### src/rtl/poly_pkg.sv
// Shared constants, state encoding and the single-step modular fold used
// by the Poly1305 engine. Assumes operands to fold_once are below 2*P.
package poly_pkg;
    localparam int ACC_W = 130;
    localparam int R_W   = 128;
    localparam logic [ACC_W-1:0] P_MOD = 130'h3_ffffffff_ffffffff_ffffffff_fffffffb;
    localparam logic [R_W-1:0]   R_CLAMP = 128'h0ffffffc_0ffffffc_0ffffffc_0fffffff;

    typedef enum logic [1:0] {
        ST_IDLE = 2'd0,
        ST_REQ  = 2'd1,
        ST_MUL  = 2'd2
    } eng_state_t;

    // Subtract the modulus once if the value is at or above it.
    function automatic logic [ACC_W-1:0] fold_once(input logic [ACC_W:0] x);
        logic [ACC_W:0] diff;
        diff = x - {1'b0, P_MOD};
        return (x >= {1'b0, P_MOD}) ? diff[ACC_W-1:0] : x[ACC_W-1:0];
    endfunction
endpackage

### src/rtl/poly_block_former.sv
// Turns a raw chunk into a padded Poly1305 block. Bytes at or above
// nbytes are zeroed and byte position nbytes receives 0x01 (position CB
// is the extra top bit). Assumes nbytes is between 1 and CB.
module poly_block_former #(
    parameter int CB   = 16,
    localparam int NB_W = $clog2(CB + 1)
) (
    input  logic [8*CB-1:0] data,
    input  logic [NB_W-1:0] nbytes,
    output logic [8*CB:0]   blk
);
    for (genvar i = 0; i < CB; i++) begin : g_byte
        localparam logic [NB_W-1:0] IDX = NB_W'(i);
        // Keep a valid byte, place the pad byte, or clear the byte.
        assign blk[8*i +: 8] = (nbytes > IDX) ? data[8*i +: 8]
                                              : {7'b0, (nbytes == IDX)};
    end
    // Pad bit for a full chunk.
    assign blk[8*CB] = (nbytes == NB_W'(CB));
endmodule

### src/rtl/poly_dar_mul.sv
// Bit-serial modular multiplier: prod = a * b mod P, scanning b from its
// top bit down, one bit per clock (double, then conditionally add).
// Assumes a < P. done pulses one cycle after the last step with prod valid.
module poly_dar_mul
    import poly_pkg::*;
#(
    parameter int BW = 128,
    localparam int CNT_W = $clog2(BW)
) (
    input  logic             clk,
    input  logic             rst_n,
    input  logic             go,
    input  logic [ACC_W-1:0] a,
    input  logic [BW-1:0]    b,
    output logic             done,
    output logic [ACC_W-1:0] prod
);
    logic [ACC_W-1:0] a_q, prod_q, dbl, addv, nxt;
    logic [BW-1:0]    b_q;
    logic [CNT_W-1:0] cnt_q;
    logic             run_q, done_q;

    // One scan step: double modulo P, then add a modulo P on a 1 bit.
    always_comb begin
        dbl  = fold_once({prod_q, 1'b0});
        addv = fold_once({1'b0, dbl} + {1'b0, a_q});
        nxt  = b_q[BW-1] ? addv : dbl;
    end

    // Operand capture, step sequencing and completion pulse.
    always_ff @(posedge clk) begin
        if (!rst_n) begin
            a_q    <= '0;
            b_q    <= '0;
            prod_q <= '0;
            cnt_q  <= '0;
            run_q  <= 1'b0;
            done_q <= 1'b0;
        end else if (go) begin
            a_q    <= a;
            b_q    <= b;
            prod_q <= '0;
            cnt_q  <= CNT_W'(BW - 1);
            run_q  <= 1'b1;
            done_q <= 1'b0;
        end else if (run_q) begin
            prod_q <= nxt;
            b_q    <= b_q << 1;
            if (cnt_q == '0) begin
                run_q  <= 1'b0;
                done_q <= 1'b1;
            end else begin
                cnt_q <= cnt_q - 1'b1;
            end
        end else begin
            done_q <= 1'b0;
        end
    end

    assign done = done_q;
    assign prod = prod_q;
endmodule

### src/rtl/poly_mac_core.sv
// Poly1305 tag engine. Captures and clamps the key on start, requests
// 16-byte chunks until the byte count is used up, folds each padded
// block into the accumulator through the serial multiplier, then adds
// s to form the tag. Assumes key and msg_len are stable in the start cycle.
module poly_mac_core
    import poly_pkg::*;
#(
    parameter int LEN_W = 16,
    parameter int CB    = 16
) (
    input  logic             clk,
    input  logic             rst_n,
    input  logic             start,
    input  logic [255:0]     key,
    input  logic [LEN_W-1:0] msg_len,
    output logic             chunk_req,
    input  logic             chunk_valid,
    input  logic [8*CB-1:0]  chunk_data,
    output logic             busy,
    output logic             done,
    output logic [R_W-1:0]   tag
);
    localparam int NB_W = $clog2(CB + 1);

    eng_state_t       state_q;
    logic [R_W-1:0]   r_q, s_q, tag_q;
    logic [ACC_W-1:0] acc_q, sum;
    logic [LEN_W-1:0] rem_q;
    logic [NB_W-1:0]  nbytes;
    logic [8*CB:0]    blk;
    logic             take, done_q, mul_done;
    logic [ACC_W-1:0] mul_prod;

    // Byte count of the chunk being taken, capped at a full chunk.
    always_comb begin
        nbytes = (rem_q >= LEN_W'(CB)) ? NB_W'(CB) : rem_q[NB_W-1:0];
        take   = (state_q == ST_REQ) && chunk_valid;
        sum    = fold_once({1'b0, acc_q} + {{(ACC_W-8*CB-1){1'b0}}, blk});
    end

    poly_block_former #(.CB(CB)) u_blk (
        .data   (chunk_data),
        .nbytes (nbytes),
        .blk    (blk)
    );

    poly_dar_mul #(.BW(R_W)) u_mul (
        .clk   (clk),
        .rst_n (rst_n),
        .go    (take),
        .a     (sum),
        .b     (r_q),
        .done  (mul_done),
        .prod  (mul_prod)
    );

    // Run control: key capture, chunk intake, accumulator and tag update.
    always_ff @(posedge clk) begin
        if (!rst_n) begin
            state_q <= ST_IDLE;
            r_q     <= '0;
            s_q     <= '0;
            acc_q   <= '0;
            rem_q   <= '0;
            tag_q   <= '0;
            done_q  <= 1'b0;
        end else begin
            done_q <= 1'b0;
            case (state_q)
                ST_IDLE: if (start) begin
                    r_q   <= key[R_W-1:0] & R_CLAMP;
                    s_q   <= key[255:R_W];
                    acc_q <= '0;
                    rem_q <= msg_len;
                    if (msg_len == '0) begin
                        tag_q  <= key[255:R_W];
                        done_q <= 1'b1;
                    end else begin
                        state_q <= ST_REQ;
                    end
                end
                ST_REQ: if (take) begin
                    rem_q   <= rem_q - {{(LEN_W-NB_W){1'b0}}, nbytes};
                    state_q <= ST_MUL;
                end
                ST_MUL: if (mul_done) begin
                    acc_q <= mul_prod;
                    if (rem_q == '0) begin
                        tag_q   <= mul_prod[R_W-1:0] + s_q;
                        done_q  <= 1'b1;
                        state_q <= ST_IDLE;
                    end else begin
                        state_q <= ST_REQ;
                    end
                end
                default: state_q <= ST_IDLE;
            endcase
        end
    end

    assign chunk_req = (state_q == ST_REQ);
    assign busy      = (state_q != ST_IDLE);
    assign done      = done_q;
    assign tag       = tag_q;
endmodule

### config.mk
export PLATFORM = sky130hd
export DESIGN_NAME = poly_mac_core
export DESIGN_NICKNAME = d
export VERILOG_FILES = /design/src/rtl/poly_pkg.sv /design/src/rtl/poly_block_former.sv /design/src/rtl/poly_dar_mul.sv /design/src/rtl/poly_mac_core.sv
export SDC_FILE = /design/constraint.sdc
export NUM_CORES = 2
export LEC_CHECK = 0
export CAP_MARGIN = 20
export CORE_ASPECT_RATIO = 1.5
export CORE_MARGIN = 2
export CORE_UTILIZATION = 51
export DETAILED_ROUTE_END_ITERATION = 12
export PLACE_DENSITY = 0.71
export SETUP_SLACK_MARGIN = 0.15
export SKIP_LAST_GASP = 1
export SYNTH_ARGS = -nofsm -noshare
export SYNTH_HDL_FRONTEND = slang
export SYNTH_SLANG_ARGS = --single-unit
### constraint.sdc
create_clock -name clk -period 16.6 [get_ports clk]
set_input_delay 3.32 -clock clk [delete_from_list [all_inputs] [get_ports clk]]
set_output_delay 3.32 -clock clk [all_outputs]
set_load 0.02 [all_outputs]
### Yosys cells after proc, flatten, opt, wreduce, memory -nomap -nowiden

Index checks and enable logic that the tools add are counted.

| word-level totals | value |
|---|---|
| register bits | 908 |
| input bits | 404 |
| output and inout port bits | 131 |
| logic and storage cells | 137 |

| operators by class | value |
|---|---|
| add/subtract/negate cells | 8 |
| order comparisons | 20 |
| equal/unequal tests | 25 |
| mux-type cells | 51 |
| bitwise logic cells | 2 |
| reduce and logical (&&, ||, !) cells | 18 |

Operators with widths:

| operator | count |
|---|---|
| $mux 130 | 6 |
| $mux 128 | 6 |
| $ge 131x130->1 const B | 3 |
| $sub 130x130->130 const B | 3 |
| $pmux 130 s2 | 1 |
| $pmux 128 s2 | 1 |
| $add 130x129->131 | 1 |
| $add 130x130->131 | 1 |
| $add 128x128->128 | 1 |
| $mux 8 | 16 |
| $eq 5x4->1 const B | 8 |
| $gt 5x4->1 const B | 8 |
| $logic_not 16->1 | 2 |
| $mux 16 | 2 |
| $pmux 16 s2 | 1 |
| $mux 7 | 3 |
| $eq 5x3->1 const B | 4 |
| $gt 5x3->1 const B | 4 |
| $ge 16x5->1 const B | 1 |
| $sub 16x5->16 | 1 |
| $eq 5x2->1 const B | 2 |
| $gt 5x1->1 const B | 2 |
| $gt 5x2->1 const B | 2 |
| $ne 2x2->1 const B | 5 |
| other kinds (23) | 40 |

### Logic depth before layout (Yosys ltp)

| logic depth | value |
|---|---|
| word-level depth | 7 |
| gate-level depth with buffers | 38 |
| mapped depth without buffers | 33 |

### Modules after synthesis

Synthesis repeated with hierarchy kept, for this count alone.

| second synthesis, totals | value |
|---|---|
| cells, all modules | 10358 |
| area, all modules | 75242.2 um^2 |

By module, submodules not included:

| module | times used | cells each | area an instance (um^2) | sequential area each (um^2) |
|---|---|---|---|---|
| poly_mac_core | 1 | 5719 | 40515.1 | 10229.8 |
| poly_dar_mul | 1 | 4449 | 33572.2 | 7947.6 |
| poly_block_former | 1 | 190 | 1154.9 | 0.0 |

### Worst setup path after synthesis

Ideal clock, no wire load.

| timing | value |
|---|---|
| kind | register -> register |
| from | register u_mul.prod_q[96] (netlist: u_mul.prod[96]) |
| to | register u_mul.prod_q[17] (netlist: u_mul.prod[17]) |
| library setup time | 0.131 ns |
| data arrival time | 8.536 ns |
| required time | 16.469 ns |
| setup slack | 7.933 ns |
| cell stages (with the launch flop) | 37 |
| path buffers | 4 |
| clock period less this slack | 8.667 ns |
| cells stage by stage | dfxtp_1 -> and4_1 -> nand4_1 -> or4_1 -> or4b_1 -> nor3_1 -> a21oi_1 -> inv_2 -> nand3_2 -> or2_1 -> or4_1 -> or3_1 -> clkbuf_1 -> nor3_1 -> nand2_1 -> nor2_1 -> xnor2_1 -> ha_1 -> clkbuf_1 -> a21o_1 -> o21bai_1 -> a221o_1 -> a21o_1 -> a221oi_1 -> o31ai_1 -> mux2_2 -> a211oi_1 -> nand2_1 -> mux2i_1 -> nand4_1 -> o41ai_4 -> nor2_1 -> buf_2 -> buf_2 -> nor3_1 -> mux2i_1 -> o21ai_0 |

| between the ends | value |
|---|---|
| cells in the longest elaborated chain, start to end | 6 |
| elaborated cells on any way between the ends | 8 |
| those cells by class | add/sub (3); order compare (2); mux (3) |

Ends and longest elaborated chain:

| what | RTL line | source |
|---|---|---|
| start, declared | poly_dar_mul.sv:18 | `logic [ACC_W-1:0] a_q, prod_q, dbl, addv, nxt;` |
| start signal, assigned | poly_dar_mul.sv:47 | `prod_q <= nxt;` |
| $ge 131x130->1 / $sub 130x130->130 (equally long branches) | poly_pkg.sv:19, poly_pkg.sv:18 |  |
| $mux 130 * | poly_pkg.sv:19 | `return (x >= {1'b0, P_MOD}) ? diff[ACC_W-1:0] : x[ACC_W-1:0];` |
| $add 130x130->131 | poly_dar_mul.sv:26 | `addv = fold_once({1'b0, dbl} + {1'b0, a_q});` |
| $sub 130x130->130 / $ge 131x130->1 (equally long branches) | poly_pkg.sv:18, poly_pkg.sv:19 |  |
| $mux 130 | poly_pkg.sv:19 |  |
| $mux 130 * | poly_dar_mul.sv:27 | `nxt = b_q[BW-1] ? addv : dbl;` |

Every way passes the cells marked *; elsewhere a longest branch is shown, timed or not.
A chain may end at the register's enable or synchronous reset.

### Worst setup path after layout

| timing | value |
|---|---|
| from | register u_mul.prod_q[96] (netlist: u_mul.prod[96]) |
| to | register u_mul.prod_q[91] (netlist: u_mul.prod[91]) |

The elaborated chain is that of the path after synthesis.

==> results.md <==
- The number of antenna violations at the first check in global routing came to 20.
- The required time of the critical path is 17230 ps.
- Setup repair after global routing left no endpoint under its margin.
- Yosys mapped the design onto 125 distinct sky130hd cell types.
- The type of the worst min-delay path is reg2reg.
- In the final layout, the share of cells above drive strength 1 is 4.801%.
- The floorplan step defined a die boundary enclosing 0.1492 mm^2.
- Summed over all layers, the global routing overflow is 0.
- The arrival time of data at the critical path endpoint is 13590 ps.
- The tree is rooted in a sky130_fd_sc_hd__clkbuf_16.
- The kind of cell with the highest combined delay along the critical path is simple AND/OR/NAND/NOR gates.
- Among all flip-flop cells after synthesis, the most frequent one is sky130_fd_sc_hd__dfxtp_1.
- The worst-skew pair later-pin latency is 820 ps.
- Once routing completed, OpenROAD measured the worst setup slack at 3644 ps.
- The power density over the cells is 71.09 mW/mm^2.
- The total power is 5.940 mW.
- The most frequent cell after synthesis is sky130_fd_sc_hd__nand2_1.
- The via count of the first global-routing pass was 78460.
- The post-detailed-placement cell area is 0.08026 mm^2.
- The post-route clock skew is 74.47 ps.
- Yosys printed 0 warnings.
- The clock tree synthesis step divided the H-tree into 3 levels.
- The final non-filler cell total is 12420.
- In the synthesized netlist, the number of instances is 10400.
- Setup violations remaining at the end of the flow were counted as 0.
- The floorplan die width is 316.1 um.
- The maximum root-to-sink buffer count is 3.
- The initial utilization of the core area, before any placement, comes to 51.44%.
- The pre-CTS setup slack is 4291 ps.
- The clock-pin slew reported for the worst setup and hold paths after clock tree synthesis is 80 ps.
- The finished cells cover 0.08356 mm^2.
- The global router's overall resource usage is 43.80%.
- The remaining antenna violation count is 0.
- The final core area utilization is 57.69%.
- The detailed router's first-iteration violation count is 10950.
- Relative to the synthesized area, the layout overhead comes to 12.14%.
- Sorting the synthesized cells by how often they occur yields sky130_fd_sc_hd__nand2_1, sky130_fd_sc_hd__a21oi_1, sky130_fd_sc_hd__dfxtp_1, sky130_fd_sc_hd__nor2_1, sky130_fd_sc_hd__o21ai_0.
- The number of sinks on the clock net is 908.
- After clock tree synthesis, the flow added hold-fix buffers numbering 0.
- The number of design rule violations left after detail routing is 0.
- The endpoint kind of the worst setup timing path is a flop.
- The first global-routing pass estimated 497.1 mm of wire.
- The sequential share of the synthesized area is 24.40%.
- Headroom to the max-slew limit came out at 15.93%.
- The clock period could shrink to 12960 ps.
- The highest-delay cell along the critical path is sky130_fd_sc_hd__nor2_1.
- The final count of pins violating max slew is 0.
- The worst hold margin is 456.1 ps.
- Dividing the detail-routed wire length by the instance count gives 27.44 um.
- The routability congestion estimate from global placement is 1.128.
- Counting the buffers created by CTS gives 91.
- The overall routed net length is 340.9 mm.
- The via count is 84040.
- The peak supply drop is 0.09807 mV.
- The HPWL after detailed placement is 270.3 mm.
- The die is 472.1 um tall.
- The hold violation count in the final report was 0.
- The slew at the pin closest to its max-slew limit is 1258 ps.
- The floorplan has 171 rows.
- The detailed-route vias per instance is 6.766.
- When the netlist entered floorplanning its net count stood at 11190.
- Entering global routing, the biggest net connects 177 pins.
- The synthesized design contains 0 enable-type register cells.
- Timing would allow up to 77.18 MHz.
- The summed negative setup slack over all endpoints is 0 ps.
- During I/O placement, the number of pins put on the boundary was 535.
- The total of max-cap violations is 0.
- The first detailed-routing pass took 8 iterations.
- Along the worst path, the maximum fanout reaches 16.
- The library cell occupying the most area in the post-synthesis netlist is sky130_fd_sc_hd__dfxtp_1.
- The worst stage delay on the critical path is 900 ps.
- The buffers plus inverters on the worst setup path is 3.
- The setup path with the least slack is of type reg2reg.
- Sorting the synthesized cells by area gives the leading types as sky130_fd_sc_hd__dfxtp_1, sky130_fd_sc_hd__a21oi_1, sky130_fd_sc_hd__nand2_1.
- The number of nets in the layout is 11220.
- The run finished with clean final reports.
- After detailed placement, the design holds a cell count of 12230.
- After layout, the worst path uses 78.05% of the clock period.
- After synthesis the cells add up to 0.07451 mm^2.
- In this run the standard cell core region covers 0.1448 mm^2.
- The total of flip-flops plus latches after synthesis is 908.
- The count of buffers from port buffering is 512.
- The TritonCTS clock tree is built.
- The startpoint type of the worst setup path is a flop.
- After synthesis, the share of flip-flops with an asynchronous set or reset is 0%.
- The number of gates given a new drive strength after cts is 0.
- The proportion of netlist area held by the largest area contributor is 24.40%.
- In this run the post-CTS setup repair buffer count came out at 0.
- The leakage power is 30.57 nW.
- After synthesis, the mean cell area works out to 7.168 um^2.
-- metal layers --
layer	GRT usage (%)	vias to the layer above	part of all wire, %
met1	55.04	39860	38
li1	-	38080	-
met2	68.18	5071	44
met4	27.18	10	7.0
met5	0	-	0.016
met3	9.100	1019	11
-- worst register-to-register path: cells and delay by family (launching register included) --
family          cells  cell delay (ps)
buf+inv             3              890
flops               1              690
simple gates       17             7930
xor+xnor            2              510
fa+ha+maj           1              370
compound gates      6             2410
-- cell type report --
cell class                 count  area [um^2]
antenna                       20        50.05
multi-input combinational   8653        53170
clock buffer                 109         2415
clock inverter                61        815.8
sequential                   908        18180
inverter                     137        521.8
fill                       13330        61290
timing repair buffer         630         6018
tap                         1903         2381
-- flip-flops by register name (all words and copies together), names as in the netlist --
signal,flops
acc_q,130
done,1
r_q,106
rem_q,16
s_q,128
state_q,2
tag,128
u_mul.a_q,130
u_mul.b_q,128
u_mul.cnt_q,7
u_mul.done,1
u_mul.prod,130
u_mul.run_q,1
-- path summary, 6_finish.rpt --
path	from	end	slack, ps	cells past startpoint
max	u_mul.prod[96]	u_mul.prod[91]	3640	29
min reg2reg	r_q[68]	u_mul.b_q[68]	460	2
max reg2reg	u_mul.prod[96]	u_mul.prod[91]	3640	29
min	r_q[68]	u_mul.b_q[68]	460	2
-- kinds of logic after synthesis --
group	synth area share (%)
adders and majority gates	6.646
xor gates and xnor gates	7.464
other	0.005033
buffers and inverters	4.453
AOI/OAI and AO/OA	26.84
DFF	24.40
muxes	2.215
and+or+nand+nor	27.98
-- cells in the final DEF (no fill, tap or decap), types with 377 or more instances in the layout --
master and instances:
sky130_fd_sc_hd__a21oi_1 1202, sky130_fd_sc_hd__o21ai_0 601, sky130_fd_sc_hd__dfxtp_1 907, sky130_fd_sc_hd__nor2_1 813
sky130_fd_sc_hd__clkdlybuf4s50_1 511, sky130_fd_sc_hd__nand2_1 1524, sky130_fd_sc_hd__nand3_1 377, sky130_fd_sc_hd__ha_1 391
sky130_fd_sc_hd__xnor2_1 393
-- report_power, final --
part           internal [mW]  total, mW  switching (mW)
registers               2.28       2.37          0.0864
clock network           1.23       2.28            1.06
logic                  0.451       1.29           0.837
(Power assumes the default switching activity.)
